**src/rtl/phase_pkg.sv**
```systemverilog
package phase_pkg;
  typedef enum logic [1:0] {
    SEG_PHI1 = 2'd0,
    SEG_GAP1 = 2'd1,
    SEG_PHI2 = 2'd2,
    SEG_GAP2 = 2'd3
  } seg_e;

  function automatic seg_e seg_of(input int pos, input int plen, input int glen);
    if (pos < plen)                 return SEG_PHI1;
    else if (pos < plen + glen)     return SEG_GAP1;
    else if (pos < 2 * plen + glen) return SEG_PHI2;
    else                            return SEG_GAP2;
  endfunction
endpackage

```
**src/rtl/phase_counter.sv**
```systemverilog
module phase_counter #(
  parameter int PERIOD = 12,
  localparam int CW = (PERIOD > 1) ? $clog2(PERIOD) : 1
) (
  input  logic          clk_i,
  input  logic          rst_ni,
  output logic [CW-1:0] cnt_o
);
  logic [CW-1:0] cnt_q;

  always_ff @(posedge clk_i or negedge rst_ni) begin
    if (!rst_ni)                       cnt_q <= '0;
    else if (cnt_q == CW'(PERIOD - 1)) cnt_q <= '0;
    else                               cnt_q <= cnt_q + 1'b1;
  end

  assign cnt_o = cnt_q;
endmodule

```
**src/rtl/phase_decode.sv**
```systemverilog
module phase_decode
  import phase_pkg::*;
#(
  parameter int PHASE_LEN = 4,
  parameter int GAP_LEN   = 2,
  localparam int PERIOD   = 2 * (PHASE_LEN + GAP_LEN),
  localparam int CW       = (PERIOD > 1) ? $clog2(PERIOD) : 1
) (
  input  logic          clk_i,
  input  logic          rst_ni,
  input  logic [CW-1:0] cnt_i,
  output logic          phi1_o,
  output logic          phi2_o,
  output logic          phi1_rise_o,
  output logic          phi1_fall_o,
  output logic          phi2_rise_o,
  output logic          phi2_fall_o
);
  seg_e seg;
  int   pos;

  always_comb begin
    pos = int'(cnt_i);
    seg = seg_of(pos, PHASE_LEN, GAP_LEN);
  end

  // outputs registered from the current count: glitch-free enables
  always_ff @(posedge clk_i or negedge rst_ni) begin
    if (!rst_ni) begin
      phi1_o      <= 1'b0;
      phi2_o      <= 1'b0;
      phi1_rise_o <= 1'b0;
      phi1_fall_o <= 1'b0;
      phi2_rise_o <= 1'b0;
      phi2_fall_o <= 1'b0;
    end else begin
      phi1_o      <= (seg == SEG_PHI1);
      phi2_o      <= (seg == SEG_PHI2);
      phi1_rise_o <= (pos == 0);
      phi1_fall_o <= (pos == PHASE_LEN - 1);
      phi2_rise_o <= (pos == PHASE_LEN + GAP_LEN);
      phi2_fall_o <= (pos == 2 * PHASE_LEN + GAP_LEN - 1);
    end
  end

  p_exclusive_r1: assert property (@(posedge clk_i) disable iff (!rst_ni)
    !(phi1_o && phi2_o));
  p_gap_before_phi2_r2: assert property (@(posedge clk_i) disable iff (!rst_ni)
    $rose(phi2_o) |-> !$past(phi1_o));
  p_gap_before_phi1_r2: assert property (@(posedge clk_i) disable iff (!rst_ni)
    $rose(phi1_o) |-> !$past(phi2_o));
  p_rise1_first_r4: assert property (@(posedge clk_i) disable iff (!rst_ni)
    phi1_rise_o |-> (phi1_o && !$past(phi1_o)));
  p_rise2_first_r4: assert property (@(posedge clk_i) disable iff (!rst_ni)
    phi2_rise_o |-> (phi2_o && !$past(phi2_o)));
  p_fall1_last_r5: assert property (@(posedge clk_i) disable iff (!rst_ni)
    phi1_fall_o |=> !phi1_o);
  p_fall2_last_r5: assert property (@(posedge clk_i) disable iff (!rst_ni)
    phi2_fall_o |=> !phi2_o);
endmodule

```
**src/rtl/bus_holder.sv**
```systemverilog
module bus_holder #(
  parameter int BUS_W = 8,
  parameter int N_DRV = 3
) (
  input  logic                   clk_i,
  input  logic                   rst_ni,
  input  logic [N_DRV-1:0]       drv_en_i,
  input  logic [N_DRV*BUS_W-1:0] bus_i,
  output logic [BUS_W-1:0]       bus_o,
  output logic                   contention_o
);
  logic [BUS_W-1:0] sel_val;
  logic             any_en;
  logic             multi_en;

  always_comb begin
    sel_val = '0;
    for (int k = 0; k < N_DRV; k++)
      if (drv_en_i[k]) sel_val |= bus_i[k*BUS_W +: BUS_W];
  end

  assign any_en   = |drv_en_i;
  assign multi_en = |(drv_en_i & (drv_en_i - 1'b1));

  always_ff @(posedge clk_i or negedge rst_ni) begin
    if (!rst_ni) begin
      bus_o        <= '0;
      contention_o <= 1'b0;
    end else begin
      if (any_en && !multi_en) bus_o <= sel_val;
      if (multi_en)            contention_o <= 1'b1;
    end
  end

  p_hold_idle_r7: assert property (@(posedge clk_i) disable iff (!rst_ni)
    (drv_en_i == '0) |=> $stable(bus_o));
  p_hold_multi_r8: assert property (@(posedge clk_i) disable iff (!rst_ni)
    ($countones(drv_en_i) > 1) |=> ($stable(bus_o) && contention_o));
  p_sticky_r8: assert property (@(posedge clk_i) disable iff (!rst_ni)
    contention_o |=> contention_o);
  p_load_one_r6: assert property (@(posedge clk_i) disable iff (!rst_ni)
    ($countones(drv_en_i) == 1) |=> (bus_o == $past(sel_val)));
endmodule

```
**src/rtl/phase_enable_gen.sv**
```systemverilog
module phase_enable_gen #(
  parameter int PHASE_LEN = 4,
  parameter int GAP_LEN   = 2,
  parameter int BUS_W     = 8,
  parameter int N_DRV     = 3,
  localparam int PERIOD   = 2 * (PHASE_LEN + GAP_LEN),
  localparam int CW       = (PERIOD > 1) ? $clog2(PERIOD) : 1
) (
  input  logic                   clk_i,
  input  logic                   rst_ni,
  input  logic [N_DRV-1:0]       drv_en_i,
  input  logic [N_DRV*BUS_W-1:0] bus_i,
  output logic                   phi1_o,
  output logic                   phi2_o,
  output logic                   phi1_rise_o,
  output logic                   phi1_fall_o,
  output logic                   phi2_rise_o,
  output logic                   phi2_fall_o,
  output logic [BUS_W-1:0]       bus_o,
  output logic                   contention_o
);
  logic [CW-1:0] cnt;

  phase_counter #(.PERIOD(PERIOD)) u_cnt (
    .clk_i (clk_i),
    .rst_ni(rst_ni),
    .cnt_o (cnt)
  );

  phase_decode #(.PHASE_LEN(PHASE_LEN), .GAP_LEN(GAP_LEN)) u_dec (
    .clk_i      (clk_i),
    .rst_ni     (rst_ni),
    .cnt_i      (cnt),
    .phi1_o     (phi1_o),
    .phi2_o     (phi2_o),
    .phi1_rise_o(phi1_rise_o),
    .phi1_fall_o(phi1_fall_o),
    .phi2_rise_o(phi2_rise_o),
    .phi2_fall_o(phi2_fall_o)
  );

  bus_holder #(.BUS_W(BUS_W), .N_DRV(N_DRV)) u_hold (
    .clk_i       (clk_i),
    .rst_ni      (rst_ni),
    .drv_en_i    (drv_en_i),
    .bus_i       (bus_i),
    .bus_o       (bus_o),
    .contention_o(contention_o)
  );
endmodule

```
**config.mk**
```make
export PLATFORM = sky130hd
export DESIGN_NAME = phase_enable_gen
export DESIGN_NICKNAME = d
export VERILOG_FILES = /design/src/rtl/phase_pkg.sv /design/src/rtl/phase_counter.sv /design/src/rtl/phase_decode.sv /design/src/rtl/bus_holder.sv /design/src/rtl/phase_enable_gen.sv
export SDC_FILE = /design/constraint.sdc
export NUM_CORES = 1
export LEC_CHECK = 0
export BUFFER_PORTS_ARGS = -buffer_cell sky130_fd_sc_hd__clkbuf_2
export CORE_UTILIZATION = 41
export CTS_CLUSTER_DIAMETER = 150
export DETAILED_ROUTE_END_ITERATION = 10
export PLACE_DENSITY_LB_ADDON = 0.25
export SETUP_SLACK_MARGIN = 0.4
export SLEW_MARGIN = 25
export SYNTH_ARGS = -nofsm -noshare
export SYNTH_HDL_FRONTEND = slang
export SYNTH_SLANG_ARGS = --single-unit
```
**constraint.sdc**
```tcl
create_clock -name clk_i -period 0.95 [get_ports clk_i]
set_input_delay 0.0475 -clock clk_i [delete_from_list [all_inputs] [get_ports clk_i]]
set_output_delay 0.0475 -clock clk_i [all_outputs]
set_load 0.01 [all_outputs]
```
==> results of run 1 <==
==> area by class of cell <==
type | instances | area, um^2
Timing Repair Buffer | 67 | 467
Clock buffer | 4 | 26.3
Sequential cell | 19 | 479
Tap cell | 28 | 35.0
Fill cell | 149 | 597
Multi-Input combinational cell | 51 | 549
Inverter | 10 | 37.5
==> power breakdown <==
| group | internal (W) | switching (W) |
|---|---|---|
| combinational | 0.000331 | 0.000209 |
| clock | 0.000163 | 0.000247 |
| sequential | 0.000868 | 0.0000418 |
| total | 0.00136 | 0.000498 |
==> flip-flops by register name, indices dropped and copies added (netlist names) <==
register / count
u_hold.bus_o: 8
u_cnt.cnt_o: 4
u_dec.phi1_fall_o: 1
u_dec.phi1_o: 1
u_dec.phi1_rise_o: 1
u_dec.phi2_fall_o: 1
u_dec.phi2_o: 1
u_dec.phi2_rise_o: 1
u_hold.contention_o: 1
==> per-stage QoR <==
| stage | utilization, % | cells |
|---|---|---|
| 2_1_floorplan | - | 85 |
| 3_3_place_gp | 57.7 | 161 |
| 3_5_place_dp | 57.7 | 161 |
| 4_1_cts | 65.2 | 172 |
| 5_1_grt | 72.8 | 179 |
| 6_report | 72.8 | 179 |
==> kinds of logic after synthesis <==
kind of cell	Yosys count	share of synthesized area, %
flops	19	50.3
compound gates	23	22.2
xor+xnor	2	1.85
simple gates	22	12.0
fa+ha+maj	4	5.29
buf+inv	15	8.33
==> routing by layer <==
metal	wire, um	GRT usage, %	vias to the layer above	share of wire, %
met5	0	0	-	0
met4	13	10.5	0	0.54
met3	143	4.32	2	6.0
met2	1190	31.8	34	50
met1	1040	23.4	425	44
li1	-	-	433	-
==> cells in the final DEF (no fill, tap or decap), types with 2 or more instances in the layout <==
master	n
dfrtp_1	16
a21oi_1	2
buf_4	14
and2_4	2
dfrtp_2	3
ha_4	4
buf_6	9
buf_2	15
buf_12	2
o221a_4	6
a32oi_1	7
inv_1	7
clkbuf_2	26
clkbuf_4	3
nor2_1	10
inv_2	3
o221a_2	2
o21bai_1	2
==> path summary, 6_finish.rpt <==
check / to / slack [ns] / cells after the start
max: u_cnt.cnt_o[3]$_DFF_PN0_ / -0.11 / 4
min: u_hold.bus_o[0]$_DFFE_PN0P_ / -0.32 / 1
max reg2reg: u_cnt.cnt_o[3]$_DFF_PN0_ / -0.11 / 4
min reg2reg: u_hold.contention_o$_DFFE_PN0P_ / 0.49 / 1
max in group asynchronous: u_cnt.cnt_o[0]$_DFF_PN0_ / 0.92 / 1
min in group clk_i: u_hold.bus_o[6]$_DFFE_PN0P_ / 0.04 / 2
==> repair_timing <==
action,4_1_cts,5_1_grt
setup buffers,7,7
resized for setup,16,33
pin swaps,6,14
endpoints found under the setup margin,34,34
hold endpoints to repair,19,19
gates cloned,0,0
==> impl_metrics.tcl, run 1 <==
set metrics [dict create \
    finalHoldWorstSlack_ns -0.321 \
    endpoints_failing_setup 6 \
    clock_latency_ns 0.29 \
    synth-main-ff-cell "dfrtp_1" \
    post_layout_min_period_ns 1.06 \
    synth_seq_area_share_pct 50.3 \
    place_area_um2 1260 \
    dp_hpwl_um 1580 \
    detailedRoute.firstIterationViolations 16 \
    finalCritPeriodShare_pct 111 \
    run_status "finished with violations" \
    post-synth-top-area-cell "dfrtp_1" \
    critPathSlowestCell "dfrtp_2" \
    achievable-frequency_mhz 944 \
    setup_total_negative_slack_ns -0.286 \
    track_usage_pct 19.4 \
    floorplan.io_pins 44 \
    crit_fanout 5 \
    critPathLaunch "u_cnt.cnt_o[0]$_DFF_PN0_" \
    worstPathArrival_ns 1.23 \
    worst-endpoint-required_ns 1.12 \
    gate_count_of_the_mapped_netlist 85 \
    portBuffers 43 \
    critical_path_class "reg -> reg" \
    remaining_drc_errors 0 \
    detail_route.vias_per_cell 4.99 \
    die_y_um 50.0 \
    detailedRoute.firstPassIterationCount 4 \
    wire_length_of_the_first_global_routing_pass_um 3620 \
    synthMostInstantiatedCell "dfrtp_1" \
    syn_avg_cell_area_um2 11.1 \
    ctsHtreeMaxLevel 1 \
    antenna-diode-count 0 \
    yosys-top-cells-area "dfrtp_1, o221a_2, a32oi_1" \
    cp_top_family "flip-flops" \
    overall_overflow_remaining_after_global_route 0 \
    route.detailed.wl_per_inst_um 13.3 \
    tritoncts_clock_tree "built" \
    clock-sinks 19 \
    netlist_area_um2 946 \
    cts_buffers 3 \
    final_instance_area_um2 1590 \
    setup_slack_ns -0.109 \
    final_nets 185 \
    cp_cell_sequence "buf_4 > nand2_2 > xor2_2 > o22ai_2" \
    synth-warning-count 0 \
    worst_r2r_startpoint "u_cnt.cnt_o[0]$_DFF_PN0_" \
    hp-class "in -> async" \
    layout-area-overhead-vs-synth_pct 68.5 \
    row_count 17 \
    timing.max_cap.violations 0 \
    synth_enable_flop_cells 0 \
    clockRootBuffer "clkbuf_4" \
    grt_max_degree 20 \
    critical_path.startpoint_type "register" \
    fp.dieArea_um2 2500 \
    final_report_hold_violation_count 19 \
    worst-slew-pin-transition_ns 0.464 \
    die_span_x_um 50.0 \
    headroom_to_the_max_slew_limit_pct 69.1 \
    clock_tree_buf_depth 2 \
    design.core.area_um2 2190 \
    wl_um 2390 \
    count_of_vias_placed_by_the_detailed_router 894 \
    fin_total_pwr_w 0.00186 \
    antenna_found_initial 0 \
    rsz0062_at_grt "true" \
    worstPathBufferInverterCount 1 \
    violations "hold timing, setup timing" \
    netlist.area_leader.share_pct 50.3 \
    pre_cts_ws_ns -0.217 \
    synthesis.nets 118 \
    clock-skew-final_ns 0.000268 \
    power_density_nw_per_um2 1170 \
    drive_above_1_share_pct 66.2 \
    start_util_pct 43.2 \
    ys_seq_elements 19 \
    synth_cell_types 25 \
    crit_path_max_cell_delay_ns 0.47 \
    p_leak_nw 0.756 \
    globalplace.congestion 0.799 \
    ant_nets 0 \
    final-max-slew-violation-count 0 \
    worst_setup_path_end_kind "register" \
    postSynth.asyncResetShare_pct 100 \
    max-vdd-ir-drop_uv 685 \
    post_synth_most_frequent_cells "dfrtp_1, nor2_1, inv_1" \
    clock_transition_at_the_registers_of_the_reported_paths_ns 0.11 \
    first_global_vias 893 \
]
No activity file was read; power rests on OpenSTA's default activity.
==> run 2: changes to the inputs <==
CELL_PAD_IN_SITES_DETAIL_PLACEMENT = 0   (was unset)
CELL_PAD_IN_SITES_GLOBAL_PLACEMENT = 1   (was unset)
CORE_MARGIN = 4   (was unset)
CORE_UTILIZATION = 30   (was 41)
==> impl_metrics.tcl, run 2 (synthesized netlist as in run 1, its figures left out) <==
set metrics [dict create \
    hp-class "in -> async" \
    clock_transition_at_the_registers_of_the_reported_paths_ns 0.11 \
    final_nets 178 \
    critPathSlowestCell "dfrtp_1" \
    fin_util_pct 48.3 \
    clock_latency_ns 0.30 \
    detail_route.vias_per_cell 4.60 \
    worst_r2r_startpoint "u_cnt.cnt_o[0]$_DFF_PN0_" \
    floorplan.io_pins 44 \
    run_status "finished with violations" \
    row_count 20 \
    worst-slew-pin-transition_ns 0.454 \
    r2r_cells 3 \
    die_y_um 64.2 \
    achievable-frequency_mhz 1010 \
    wire_length_of_the_first_global_routing_pass_um 3630 \
    track_usage_pct 11.2 \
    fin_total_pwr_w 0.00181 \
    regToRegSetupSlack_ns -0.04 \
    p_seq_share_pct 50.3 \
    layout.cells.most_common_list "clkbuf_2, dfrtp_1, buf_2" \
    count_of_vias_placed_by_the_detailed_router 864 \
    final_report_hold_violation_count 19 \
    detailedRoute.firstIterationViolations 22 \
    setup_slack_ns -0.0440 \
    cts_buffers 3 \
    finalCritPeriodShare_pct 105 \
    cp_top_family "flip-flops" \
    route.detailed.wl_per_inst_um 12.3 \
    remaining_drc_errors 0 \
    power_switching_w 0.000488 \
    tritoncts_clock_tree "built" \
    globalplace.congestion 0.730 \
    crit_fanout 3 \
    max-vdd-ir-drop_uv 588 \
    place_area_um2 1280 \
    critical_path.startpoint_type "register" \
    comb_power_share_pct 26.6 \
    clockRootBuffer "clkbuf_4" \
    worstPathArrival_ns 1.19 \
    design.core.area_um2 3030 \
    first_global_vias 824 \
    drive_above_1_share_pct 61.1 \
    crit_path_max_cell_delay_ns 0.42 \
    pre_cts_ws_ns -0.230 \
    finalHoldWorstSlack_ns -0.327 \
    headroom_to_the_max_slew_limit_pct 69.8 \
    switching_share_pct 27.0 \
    ctsHtreeMaxLevel 1 \
    portBuffers 43 \
    die_span_x_um 64.2 \
    layout.filler_cells 291 \
    critical_path_class "reg -> reg" \
    rsz0062_at_grt "true" \
    mostFrequentLayoutCell "clkbuf_2" \
    final-max-slew-violation-count 0 \
    overall_overflow_remaining_after_global_route 0 \
    antenna_found_initial 0 \
    worstPathBufferInverterCount 0 \
    p_leak_nw 0.708 \
    detailedRoute.firstPassIterationCount 4 \
    final_instance_area_um2 1460 \
    internal-power_w 0.00132 \
    wl_um 2310 \
    fp.dieArea_um2 4120 \
    worstReg2RegEnd "u_cnt.cnt_o[2]$_DFF_PN0_" \
    grt_max_degree 20 \
    endpoints_failing_setup 6 \
    ant_nets 0 \
    start_util_pct 31.2 \
    antenna-diode-count 0 \
    final_cell_count_no_fill 188 \
    cp_cell_sequence "ha_2 > and2_4 > o21bai_1" \
    clock-skew-final_ns 0.00199 \
    clock_tree_buf_depth 2 \
    power_density_nw_per_um2 1240 \
    worst_setup_path_end_kind "register" \
    dp_hpwl_um 1740 \
    clock-sinks 19 \
    post_layout_min_period_ns 0.994 \
    layout-area-overhead-vs-synth_pct 54.5 \
    timing.max_cap.violations 0 \
    largest_register_ffs 8 \
    register_with_the_highest_flop_count "u_hold.bus_o" \
    post-place-cells 177 \
    clock_power_share_pct 23.1 \
    violations "hold timing, setup timing" \
    worst-endpoint-required_ns 1.15 \
]
==> run 2: cell count changes in the layout (fill, tap and decap cells not counted), moves of 2 or more <==
cell / delta
ha_4: -3
dfrtp_1: +3
buf_4: -2
ha_2: +3
dfrtp_2: -3
buf_12: -2
buf_2: -2
==> run 2: through the flow <==
step                      TNS (ns)  hold slack, ns
after detailed placement     -1.81          0.0217
after global placement       -1.51          0.0167
after global routing        -0.391          -0.288
after floorplan             -0.605          -0.248
after CTS                   -0.122          -0.310
final                       -0.154          -0.327
==> run 2: power by group through the flow <==
stage	Sequential (W)	Clock, W	Combinational, W
after floorplan	0.000945	0	0.000160
after global placement	0.000924	0	0.000338
after detailed placement	0.000921	0	0.000349
after CTS	0.000906	0.000421	0.000420
after global routing	0.000914	0.000448	0.000522
final	0.000908	0.000417	0.000481
==> run 2: worst max path at each step <==
stage	startpoint	to	slack, ns	cells after the start
after global placement	drv_en_i[2]	u_hold.bus_o[6]$_DFFE_PN0P_	-0.19	4
after floorplan	drv_en_i[1]	u_hold.bus_o[0]$_DFFE_PN0P_	-0.07	4
after global routing	u_cnt.cnt_o[0]$_DFF_PN0_	u_cnt.cnt_o[2]$_DFF_PN0_	-0.08	3
final	u_cnt.cnt_o[0]$_DFF_PN0_	u_cnt.cnt_o[2]$_DFF_PN0_	-0.04	3
after CTS	u_cnt.cnt_o[1]$_DFF_PN0_	u_cnt.cnt_o[2]$_DFF_PN0_	-0.04	3
after detailed placement	drv_en_i[2]	u_hold.bus_o[0]$_DFFE_PN0P_	-0.23	4
==> run 2: timing repair <==
| action | CTS | global route |
|---|---|---|
| pin swaps | 3 | 6 |
| endpoints found under the hold margin | 19 | 19 |
| gates resized for setup | 8 | 26 |
| setup buffers | 5 | 2 |
| setup endpoints to repair | 34 | 34 |
==> run 2: worst reg2reg max path: stages, from the launching register on <==
cell and delay (ns):
dfrtp_1 0.42, ha_2 0.20, and2_4 0.13, o21bai_1 0.14
==> run 2: area by class of cell <==
type                       instances  area (um^2)  share of cell area, %
clock buffer                       4         26.3                   1.80
inverter                          10         37.5                   2.57
tap                               44         55.1                   3.77
multi-input combinational         51          487                   33.3
sequential                        19          475                   32.5
timing repair buffer              60          380                   26.0
==> run 2: layer usage <==
| layer | global-route usage (%) | wire, um |
|---|---|---|
| met5 | 0 | 0 |
| met4 | 3.96 | 9 |
| met3 | 3.34 | 173 |
| met2 | 17.4 | 1080 |
| met1 | 14.8 | 1040 |
